[src/rtl/prt_pkg.sv]
// Package: shared sizes for the packet ready tracker.
// Assumes the queue count is a power of two, so the index fits QW bits exactly.
package prt_pkg;
    localparam int NQ    = 8;            // number of queues
    localparam int QW    = $clog2(NQ);   // queue index width
    localparam int CNT_W = 4;            // per-queue packet count width

    // Bus reporting style captured at reset
    typedef enum logic {
        BUS_DIRECT = 1'b0,
        BUS_POLLED = 1'b1
    } bus_mode_e;
endpackage

[src/rtl/prt_mode_ctrl.sv]
// prt_mode_ctrl: captures the packet/bus modes while reset is low and runs the
// polled-mode pointer. Assumes synchronous active-low reset and NQ >= 2.
module prt_mode_ctrl
    import prt_pkg::*;
#(
    parameter int N_Q = NQ,
    localparam int Q_W = $clog2(N_Q)
) (
    input  logic           clk,
    input  logic           rst_n,
    input  logic           cfg_pkt_mode,
    input  logic           cfg_flag_mode,
    output logic           mode_pkt,
    output bus_mode_e      bus_mode,
    output logic [Q_W-1:0] poll_ptr
);
    localparam logic [Q_W-1:0] PTR_LAST = Q_W'(N_Q - 1);

    // Capture the configuration on each reset cycle and hold it afterwards
    always_ff @(posedge clk) begin
        if (!rst_n) begin
            mode_pkt <= cfg_pkt_mode;
            bus_mode <= bus_mode_e'(cfg_flag_mode);
        end
    end

    // Step the polled-mode pointer through every queue in turn
    always_ff @(posedge clk) begin
        if (!rst_n) begin
            poll_ptr <= '0;
        end else if (mode_pkt && bus_mode == BUS_POLLED) begin
            poll_ptr <= (poll_ptr == PTR_LAST) ? '0 : poll_ptr + 1'b1;
        end
    end
endmodule

[src/rtl/prt_queue_counter.sv]
// prt_queue_counter: complete-packet count for one queue. inc and dec come
// from the top already qualified. dec is raised only while the count is
// nonzero. The count saturates at its top value.
module prt_queue_counter #(
    parameter int C_W = 4
) (
    input  logic           clk,
    input  logic           rst_n,
    input  logic           inc,
    input  logic           dec,
    output logic [C_W-1:0] count,
    output logic           nonzero
);
    localparam logic [C_W-1:0] CNT_MAX = '1;

    // Apply one step up or down; a step both ways at once leaves the count
    always_ff @(posedge clk) begin
        if (!rst_n) begin
            count <= '0;
        end else if (inc && !dec && count != CNT_MAX) begin
            count <= count + 1'b1;
        end else if (dec && !inc && count != '0) begin
            count <= count - 1'b1;
        end
    end

    // Report whether at least one whole packet is present
    always_comb nonzero = (count != '0);
endmodule

[src/rtl/prt_flag_view.sv]
// prt_flag_view: forms the ready flag, the read gate and the ready bus from the
// per-queue nonzero vector. Purely combinational.
module prt_flag_view
    import prt_pkg::*;
#(
    parameter int N_Q = NQ,
    localparam int Q_W = $clog2(N_Q)
) (
    input  logic [N_Q-1:0] q_nonzero,
    input  logic [Q_W-1:0] sel_q,
    input  logic [Q_W-1:0] poll_ptr,
    input  logic           mode_pkt,
    input  bus_mode_e      bus_mode,
    output logic           rdy_n,
    output logic           gate,
    output logic [N_Q-1:0] bus_n
);
    // Ready flag and gate for the queue selected on the read side
    always_comb begin
        rdy_n = !(mode_pkt && q_nonzero[sel_q]);
        gate  = !mode_pkt || q_nonzero[sel_q];
    end

    // Ready bus: all queues in direct mode, one rotating queue in polled mode
    always_comb begin
        bus_n = '1;
        if (mode_pkt) begin
            if (bus_mode == BUS_DIRECT) begin
                bus_n = ~q_nonzero;
            end else begin
                bus_n[0] = !q_nonzero[poll_ptr];
            end
        end
    end
endmodule

[src/rtl/pkt_ready_tracker.sv]
// pkt_ready_tracker: per-queue complete-packet tracker. Counts end-of-packet
// words written and read for each queue, flags packet readiness for the read
// queue, gates reads until a whole packet exists, and reports on a bus.
// Assumes one clock for both ports and that the data path honours rd_gate.
module pkt_ready_tracker
    import prt_pkg::*;
#(
    parameter int N_Q = NQ,
    parameter int C_W = CNT_W,
    localparam int Q_W = $clog2(N_Q)
) (
    input  logic           clk,
    input  logic           rst_n,
    input  logic           cfg_pkt_mode,
    input  logic           cfg_flag_mode,
    input  logic           wr_en,
    input  logic [Q_W-1:0] wr_q,
    input  logic           wr_eop,
    input  logic           rd_en,
    input  logic [Q_W-1:0] rd_q,
    input  logic           rd_eop,
    input  logic           ov_n,
    output logic           pkt_rdy_n,
    output logic [N_Q-1:0] pkt_rdy_bus_n,
    output logic [Q_W-1:0] poll_q,
    output logic           rd_gate,
    output logic           pkt_avail,
    output logic           eop_underflow
);
    logic             mode_pkt;
    bus_mode_e        bus_mode;
    logic [Q_W-1:0]   poll_ptr;
    logic [N_Q-1:0]   q_nonzero;
    logic [N_Q-1:0]   q_inc;
    logic [N_Q-1:0]   q_dec;
    logic [C_W-1:0]   q_count [N_Q];
    logic             rd_take_eop;

    prt_mode_ctrl #(.N_Q(N_Q)) u_mode (
        .clk           (clk),
        .rst_n         (rst_n),
        .cfg_pkt_mode  (cfg_pkt_mode),
        .cfg_flag_mode (cfg_flag_mode),
        .mode_pkt      (mode_pkt),
        .bus_mode      (bus_mode),
        .poll_ptr      (poll_ptr)
    );

    // An end-marker read counts only when the gate lets the read through
    always_comb rd_take_eop = mode_pkt && rd_en && rd_eop && rd_gate;

    // Decode write and read end markers into per-queue step requests
    always_comb begin
        q_inc = '0;
        q_dec = '0;
        if (mode_pkt && wr_en && wr_eop) q_inc[wr_q] = 1'b1;
        if (rd_take_eop)                 q_dec[rd_q] = 1'b1;
    end

    generate
        for (genvar gi = 0; gi < N_Q; gi++) begin : g_q
            prt_queue_counter #(.C_W(C_W)) u_cnt (
                .clk     (clk),
                .rst_n   (rst_n),
                .inc     (q_inc[gi]),
                .dec     (q_dec[gi]),
                .count   (q_count[gi]),
                .nonzero (q_nonzero[gi])
            );
        end
    endgenerate

    prt_flag_view #(.N_Q(N_Q)) u_view (
        .q_nonzero (q_nonzero),
        .sel_q     (rd_q),
        .poll_ptr  (poll_ptr),
        .mode_pkt  (mode_pkt),
        .bus_mode  (bus_mode),
        .rdy_n     (pkt_rdy_n),
        .gate      (rd_gate),
        .bus_n     (pkt_rdy_bus_n)
    );

    // Flag an end marker read from a queue whose count is zero
    always_ff @(posedge clk) begin
        if (!rst_n) begin
            eop_underflow <= 1'b0;
        end else begin
            eop_underflow <= mode_pkt && rd_en && rd_eop && !q_nonzero[rd_q];
        end
    end

    // Packet usable only when ready and the data path has valid output
    always_comb pkt_avail = !pkt_rdy_n && !ov_n;
    always_comb poll_q = poll_ptr;
endmodule

[config.mk]
export PLATFORM = sky130hd
export DESIGN_NAME = pkt_ready_tracker
export DESIGN_NICKNAME = d
export VERILOG_FILES = /design/src/rtl/prt_pkg.sv /design/src/rtl/prt_mode_ctrl.sv /design/src/rtl/prt_queue_counter.sv /design/src/rtl/prt_flag_view.sv /design/src/rtl/pkt_ready_tracker.sv
export SDC_FILE = /design/constraint.sdc
export NUM_CORES = 1
export LEC_CHECK = 0
export BUFFER_PORTS_ARGS = -buffer_cell sky130_fd_sc_hd__buf_2
export CAP_MARGIN = 20
export CORE_ASPECT_RATIO = 1.5
export CORE_UTILIZATION = 55
export DETAILED_ROUTE_END_ITERATION = 6
export HOLD_SLACK_MARGIN = 0.12
export PLACE_DENSITY = 0.87
export SLEW_MARGIN = 20
export SYNTH_ARGS = -nofsm -noshare
export SYNTH_HDL_FRONTEND = slang
export SYNTH_SLANG_ARGS = --single-unit
[constraint.sdc]
create_clock -name clk -period 3.9 [get_ports clk]
set_clock_uncertainty 0.2 [all_clocks]
set_input_delay 1.17 -clock clk [delete_from_list [all_inputs] [get_ports clk]]
set_output_delay 1.17 -clock clk [all_outputs]
set_load 0.05 [all_outputs]
# After elaboration in Yosys (flattened, before gate mapping)
# Index checks and enable logic that the tools add are counted.
# W data, S select, Z words.
[op_classes]
add_sub_neg = 17
order_cmp = 5
eq_ne = 9
n_mux = 30
bitwise_logic = 1
reduce_logical = 81
[op_table]
columns = ["op", "count"]
rows = [
  ["$mux W4", 16],
  ["$logic_and A1 B1 Y1", 43],
  ["$add A4 B1 Y4 const B", 8],
  ["$ne A4 B4 Y1 const B", 8],
  ["$reduce_bool A4 Y1", 8],
  ["$sub A4 B1 Y4 const B", 8],
  ["$mux W8", 3],
  ["$logic_not A1 Y1", 21],
  ["$reduce_bool A2 Y1", 8],
  ["$lt A3 B4 Y1 const B", 3],
  ["$not A8 Y8", 1],
  ["$mux W7", 1],
  ["$bmux W1 S3", 2],
  ["$demux W1 S3", 2],
  ["$ge A3 B1 Y1 const B", 2],
  ["$mux W1", 5],
  ["$add A3 B1 Y3 const B", 1],
  ["$eq A3 B3 Y1 const B", 1],
  ["$mux W3", 1],
  ["$logic_or A1 B1 Y1", 1],
]
[totals]
regBits = 38
wordCells = 155

# Logic depth before layout (Yosys ltp)
# Gate-level depths: netlist of run 1.
[depth]
ltp_word = 10
depth_mapped = 9
mapped_depth_nobuf = 8

# Hierarchy
# A second synthesis of run 1 with hierarchy kept.
[hier_totals]
cells_unflattened = 311
hier_area_um2 = 3000.4
[by_module_without_submodules]
columns = ["module", "n_inst", "cells_each", "area_per_inst_um2"]
rows = [
  ["prt_queue_counter at g_q[0].u_cnt ...", 5, 29, 294.0],
  ["prt_queue_counter at g_q[2].u_cnt ...", 3, 29, 292.8],
  ["pkt_ready_tracker", 1, 40, 244.0],
  ["prt_mode_ctrl", 1, 17, 220.2],
  ["prt_flag_view", 1, 22, 187.7],
]

# Least setup slack after synthesis of run 1
# Ideal clock, no wire load.
[synth_timing]
path_kind = "input to output"
start = "input rd_q[2]"
end = "output pkt_avail"
t_arrival_ns = 2.593
slack_ns = -0.063
cell_stages = 3
path_buffers = 0
cell_sequence = "mux4_2 mux2_2 nor3b_2"
[synth_between]
elab_chain_cells = 4
[synth_lines]
columns = ["element", "line_no", "source"]
rows = [
  ["from (decl)", "pkt_ready_tracker.sv:20", "input logic [Q_W-1:0] rd_q,"],
  ["$bmux W1 S3", "prt_flag_view.sv:20", "rdy_n = !(mode_pkt && q_nonzero[sel_q]);"],
  ["$mux W1 (implied by the code)", "prt_flag_view.sv:20", ""],
  ["$logic_and A1 B1 Y1", "prt_flag_view.sv:20", ""],
  ["$logic_and A1 B1 Y1", "pkt_ready_tracker.sv:94", "always_comb pkt_avail = !pkt_rdy_n && !ov_n;"],
  ["to (decl)", "pkt_ready_tracker.sv:27", "output logic pkt_avail,"],
]
# Every way passes these cells. The select of a mux whose other input is x is not followed.

# Final worst setup path of run 1
[layout_timing]
start = "input rd_q[1]"
end = "output pkt_avail"
# The elaborated chain is that of the path after synthesis.

==> out/results.tsv, run 1 <==
stage	metric	value	unit
pwr	power.density	232	nW/um^2
clock_tree	cts_tree	done	
clock_tree	clk_pin_slew	90	ps
floorplanning	die_y	97.9	um
clock_tree	clock_tree.root_cell	clkbuf_8	
pwr	switching_share	30.6	%
critical_path	startpoint_type	input pin	
critical_path	end_kind	output pin	
cells_and_area	drive_above_1_share	23.7	%
floorplanning	ios	30	
timing	slew_headroom	45.4	%
timing	hold_slack	330	ps
timing	fin_ws	49.3	ps
synthesis	yosysWarnings	0	
clock_tree	cts-htree-levels	2	
clock_tree	ctsHoldBuffers	0	
synthesis	synth_top_cell_by_area	dfxtp_1	
synthesis	yosys.area.top_type_share	21.4	%
synthesis	synth-edff-count	2	
cells_and_area	fin_nets	399	
clock_tree	clock_path_buffers	2	
routing	vias	2686	
pwr	p_total	0.000860	W
placement	io_buffers	29	
floorplanning	start_util	57.4	%
synthesis	synth_flop_cell	dfxtp_1	
timing	period_share	98.7	%
worst_hold_path	min_path_cells	2	
critical_path	reg2regPathDepth	8	
timing	maxSlewViolCount	0	
synthesis	syn_nets	367	
pwr	power_frac_clock	34.7	%
placement	gp_congestion	0.765	
timing	hold_viol	0	
timing	max_freq	260	MHz
timing	fin_tns_setup	0	ps
pwr	switchingPower	0.000263	W
timing	fin_crit	3850	ps
timing	setup_violations	0	
grt	track_usage	23.9	%
grt	grt_max_degree	46	
critical_path	path_max_fanout	4	
cells_and_area	utilization	63.2	%
routing	vias_per_cell	6.23	
synthesis	synthArstFlopShare	0	%
cells_and_area	antennaDiodeCount	0	
cells_and_area	final_cell_mix	61 x nand2_1, 36 x dfxtp_1, 32 x mux2i_1	
floorplanning	die-area	6450	um^2
routing	drt_iter0_markers	108	
status	status	completed	
floorplanning	design.core.area	5870	um^2
clock_tree	worst_skew_pair.late_latency	300	ps
worst_hold_path	hold_class	reg2reg	
floorplanning	die_w	65.9	um
pwr	pwr-share-seq	48.0	%
timing	grt_setup_unrepaired	false	
run	drv_cap	0	
synthesis	yosysUniqueCellTypes	39	
pwr	power_frac_comb	17.4	%
synthesis	synth-seq-area-share	23.2	%
routing	ant_nets	0	
clock_tree	cts_buffers	5	
grt	antenna_found_initial	0	
placement	post-dp-hpwl	5490	um
critical_path	arrival	2480	ps
critical_path	crit_type	in2out	
pwr	ir_worst_vdd	125	uV
routing	drc	0	
floorplanning	placementRows	34	
synthesis	synth_area_per_cell	10.3	um^2
synthesis	synthesis.instances	326	
placement	dp_slack	-34.2	ps
cells_and_area	syn_to_final_growth	10.0	%
synthesis	synthTopCellsByArea	dfxtp_1 21%, mux2i_1 9.5%, nand2_1 6.8%, ha_1 6.7%, a2111oi_4 6.5%	
synthesis	ys_seq_elements	38	
timing	tightest_slew	819	ps
routing	wl_per_cell	16.4	um
grt	grt_pass1_wl	12400	um
pwr	power.internal	0.000597	W
routing	finalWirelength	7050	um
grt	grt_pass1_vias	2803	
synthesis	synth_area	3370	um^2
cells_and_area	layout_commonest_cell	nand2_1	
grt	grt_overflow_total	0	
critical_path	crit_required	2530	ps
pwr	p_leak	1.50	nW
routing	firstDrtPassIters	4	
clock_tree	clkSinkCount	38	
-- synth_stat cells, types with 2 or more instances --
cell / n
a2111oi_4: 8
a211o_1: 8
a211oi_1: 16
a21o_1: 8
a21oi_1: 11
a21oi_4: 8
and3_1: 8
and4b_1: 2
buf_2: 3
clkbuf_1: 5
dfxtp_1: 36
edfxtp_1: 2
fa_1: 8
ha_1: 18
mux2i_1: 32
mux4_2: 4
nand2_1: 61
nand2b_1: 26
nand3_1: 3
nand4_1: 8
nor2b_1: 2
nor3_1: 3
nor3b_2: 2
nor4_4: 8
o311ai_1: 8
or3_4: 8
xor2_1: 8
-- repair_timing --
action	CTS	global route
setup endpoints to repair	1	2
pin swaps	0	0
buffers inserted	0	0
gates cloned	0	0
gates resized for setup	1	3
-- power groups by stage --
stage	combinational, W	clock (W)	sequential [W]
after floorplan	0.000108	0	0.000423
after global placement	0.000143	0	0.000421
after detailed placement	0.000148	0	0.000422
after CTS	0.000149	0.000302	0.000413
after global routing	0.000163	0.000315	0.000414
final	0.000149	0.000298	0.000412
-- per-stage QoR --
step	instances	cell area, um^2
final	431	3710
after global routing	431	3710
after CTS	431	3700
after detailed placement	423	3600
after global placement	423	3600
after floorplan	326	3380
-- routing by layer --
| layer | track usage (%) | part of all wire (%) | up-vias |
|---|---|---|---|
| li1 | - | - | 1309 |
| met1 | 26.1 | 42 | 1316 |
| met2 | 44.3 | 54 | 47 |
| met3 | 4.21 | 2.5 | 14 |
| met4 | 8.70 | 1.7 | 0 |
| met5 | 0 | 0 | - |
-- cell type report --
cell class,count,area [um^2]
multi-input combinational,278,2550
sequential,38,781
fill,474,2160
clock inverter,2,12.5
tap,72,90.1
clock buffer,6,82.6
inverter,1,3.75
timing repair buffer,34,191
-- kinds of logic (layout without fill, tap and decap cells) --
| group | count (synthesis) | count (layout) | synth area share [%] |
|---|---|---|---|
| AOI/OAI and AO/OA | 67 | 67 | 21.5 |
| xor gates and xnor gates | 8 | 8 | 2.08 |
| adders and majority gates | 26 | 26 | 11.4 |
| buffers and inverters | 10 | 43 | 1.45 |
| DFF | 38 | 38 | 23.2 |
| muxes | 37 | 37 | 12.5 |
| and+or+nand+nor | 140 | 140 | 27.8 |
-- path summary, 6_finish.rpt --
check | start | endpoint | slack (ps)
min reg2reg | u_mode.poll_ptr[1] | u_mode.poll_ptr[1] | 330
max reg2reg | u_mode.mode_pkt | g_q[7].u_cnt.count[3] | 810
min | u_mode.poll_ptr[1] | u_mode.poll_ptr[1] | 330
max | rd_q[1] | pkt_avail | 50
-- flip-flops by register name, summed over array words and instances, names as in the netlist --
| signal | flops |
|---|---|
| eop_underflow | 1 |
| g_q.u_cnt.count | 32 |
| u_mode.mode_pkt | 1 |
| u_mode.bus_mode | 1 |
| u_mode.poll_ptr | 3 |
-- critical path, stage by stage --
cell     delay, ps
buf_2          110
mux4_2         490
mux2_2         330
nor3b_4        200
buf_6          180
Power figures use the tool's default switching activity.
==> run 2: changes to the inputs <==
CORE_ASPECT_RATIO = 0.5   (was 1.5)
CORE_MARGIN = 8   (was default)
==> run 2 against run 1 <==
Against the previous run:
- sequential share of layout area down 0.22 points
- clock power grew 38%
- clock-buffer cell count increased by 1
- sequential power is essentially flat
- die area increased by 40%
- worst hold slack about the same
- wire length up 9.8%
- combinational power about the same
- utilization fell by 0.75 points
==> out/results.tsv, run 2 (same netlist as run 1, synthesis figures left out) <==
stage	metric	value	unit	change
floorplanning	die_w	127	um	+92%
timing	hold_slack	330	ps	+0.0750 ps
timing	fin_tns_setup	0	ps	unchanged
pwr	p_total	0.000975	W	+13%
worst_hold_path	hold_class	reg2reg		
critical_path	crit_required	2530	ps	about the same
clock_tree	post_cts_buffers	0		unchanged
placement	dp_slack	-43.0	ps	-8.75 ps
grt	grt_max_degree	66		+43%
routing	finalWirelength	7740	um	+9.8%
timing	maxSlewViolCount	0		unchanged
critical_path	cp_top_family	multiplexers		
timing	fin_crit	3820	ps	-29.4 ps
floorplanning	start_util	56.1	%	-1.3 points
critical_path	cp_cell_sequence	buf_2 > mux4_2 > mux2_4 > nor3b_4 > buf_6		
timing	period_share	98.0	%	-0.75 points
grt	grt_use_met3	4.37	%	+0.16 points
clock_tree	clock_tree.root_cell	clkbuf_16		
routing	vias_per_cell	6.37		+2.3%
routing	ant_nets	0		unchanged
routing	firstDrtPassIters	5		+1
critical_path	crit_path_end	pkt_avail		
clock_tree	clock_path_buffers	2		unchanged
critical_path	end_kind	output pin		
placement	post-dp-hpwl	5770	um	+5.1%
critical_path	crit_slowest_cell	mux4_2		
grt	grt_pass1_wl	12900	um	+4.7%
cells_and_area	layout_commonest_cell	nand2_1		
timing	slew_headroom	57.8	%	+12 points
timing	max_freq	262	MHz	+0.77%
floorplanning	design.core.area	6010	um^2	+2.3%
clock_tree	cts_buffers	5		unchanged
critical_path	path_max_fanout	4		unchanged
critical_path	cp_num_cells	5		unchanged
clock_tree	cts-htree-levels	2		unchanged
clock_tree	clk_pin_slew	60	ps	-30 ps
cells_and_area	fin_cells	433		+0.46%
floorplanning	die_y	71.4	um	-27%
timing	hold_viol	0		unchanged
clock_tree	ctsHoldBuffers	0		unchanged
cells_and_area	fin_nets	397		-0.50%
status	status	completed		
critical_path	max_stage_delay	490	ps	about the same
critical_path	crit_type	in2out		
cells_and_area	reg.largest.list	g_q.u_cnt.count: 32 flops, u_mode.poll_ptr: 3 flops		
grt	antenna_found_initial	0		unchanged
clock_tree	clkSinkCount	38		unchanged
grt	grt_overflow_total	0		unchanged
critical_path	ff2ff_setup_slack	810	ps	about the same
routing	wl_per_cell	17.9	um	+9.3%
grt	top_usage_layer	met2		
grt	grt_use_met2	31.3	%	-13 points
critical_path	startpoint_type	input pin		
pwr	p_leak	1.52	nW	+1.2%
routing	drc	0		unchanged
critical_path	critical_path_buf_inv_count	2		unchanged
critical_path	reg2regPathDepth	8		unchanged
cells_and_area	top_register	g_q.u_cnt.count		
floorplanning	ios	30		unchanged
clock_tree	cts_tree	done		
cells_and_area	drive_above_1_share	22.8	%	-0.92 points
cells_and_area	final_cell_mix	61 x nand2_1, 36 x dfxtp_1, 32 x mux2i_1		
cells_and_area	antennaDiodeCount	0		unchanged
grt	use_met1	19.1	%	-7.0 points
critical_path	arrival	2450	ps	-30 ps
placement	io_buffers	29		unchanged
timing	setup_violations	0		unchanged
floorplanning	placementRows	20		-41%
timing	tightest_slew	632	ps	-186 ps
routing	vias	2760		+2.8%
placement	placed_cells	426		+0.71%
pwr	power.density	260	nW/um^2	+12%
critical_path	cp-startpoint	rd_q[1]		
cells_and_area	syn_to_final_growth	11.2	%	
placement	gp_congestion	0.904		+18%
floorplanning	die-area	9040	um^2	+40%
routing	drt_iter0_markers	230		+110%
timing	grt_setup_unrepaired	false		
timing	fin_ws	78.7	ps	+29.4 ps
critical_path	r2r_start	u_mode.mode_pkt		
grt	grt_pass1_vias	2736		-2.4%
pwr	ir_worst_vdd	150	uV	+21%
grt	track_usage	17.3	%	-6.7 points
clock_tree	worst_skew_pair.late_latency	290	ps	about the same
cells_and_area	largest_reg_flops	32		unchanged
critical_path	r2r-end	g_q[3].u_cnt.count[3]		
run	drv_cap	0		unchanged
## run 2: through the flow
step	util [%]	cell area, um^2
after global routing	62.4	3750
after CTS	62.3	3740
final	62.4	3750
after global placement	59.9	3600
after detailed placement	59.9	3600
after floorplan	-	3380
## run 2: power breakdown
part	internal, W	switching, W	total (W)
combinational	0.0000549	0.0000962	0.000151
clock	0.000251	0.000159	0.000410
sequential	0.000399	0.0000150	0.000414
total	0.000705	0.000270	0.000975
## run 2: worst min path at each step
| stage | start | endpoint | slack (ps) | cells past startpoint |
|---|---|---|---|---|
| floorplan | g_q[3].u_cnt.count[2] | g_q[3].u_cnt.count[2] | 300 | 2 |
| global placement | u_mode.poll_ptr[1] | u_mode.poll_ptr[1] | 300 | 2 |
| detailed placement | u_mode.poll_ptr[1] | u_mode.poll_ptr[1] | 320 | 2 |
| finish | g_q[7].u_cnt.count[2] | g_q[7].u_cnt.count[2] | 330 | 2 |
| global route | u_mode.poll_ptr[1] | u_mode.poll_ptr[1] | 360 | 2 |
| CTS | u_mode.poll_ptr[1] | u_mode.poll_ptr[1] | 330 | 2 |
## run 2: tightest hold or removal path, stage by stage (launching register included)
cell and delay, ps:
dfxtp_1 350, nand2_1 70, mux2i_1 60
## run 2: area by class of cell
| class | count | area (um^2) |
|---|---|---|
| multi-input combinational | 278 | 2550 |
| fill | 470 | 2260 |
| sequential | 38 | 781 |
| timing repair buffer | 32 | 174 |
| clock buffer | 7 | 143 |
| tap | 77 | 96.3 |
| inverter | 1 | 3.75 |
## run 2: repair_timing
action / in CTS / in global routing
gates cloned: 0 / 0
gates resized for setup: 1 / 2
endpoints found under the setup margin: 1 / 1
## run 2: layer usage
metal / vias to the layer above / routed length, um
met3: 28 / 394
met2: 83 / 4010
met5: - / 0
li1: 1304 / -
met1: 1345 / 3130
met4: 0 / 204
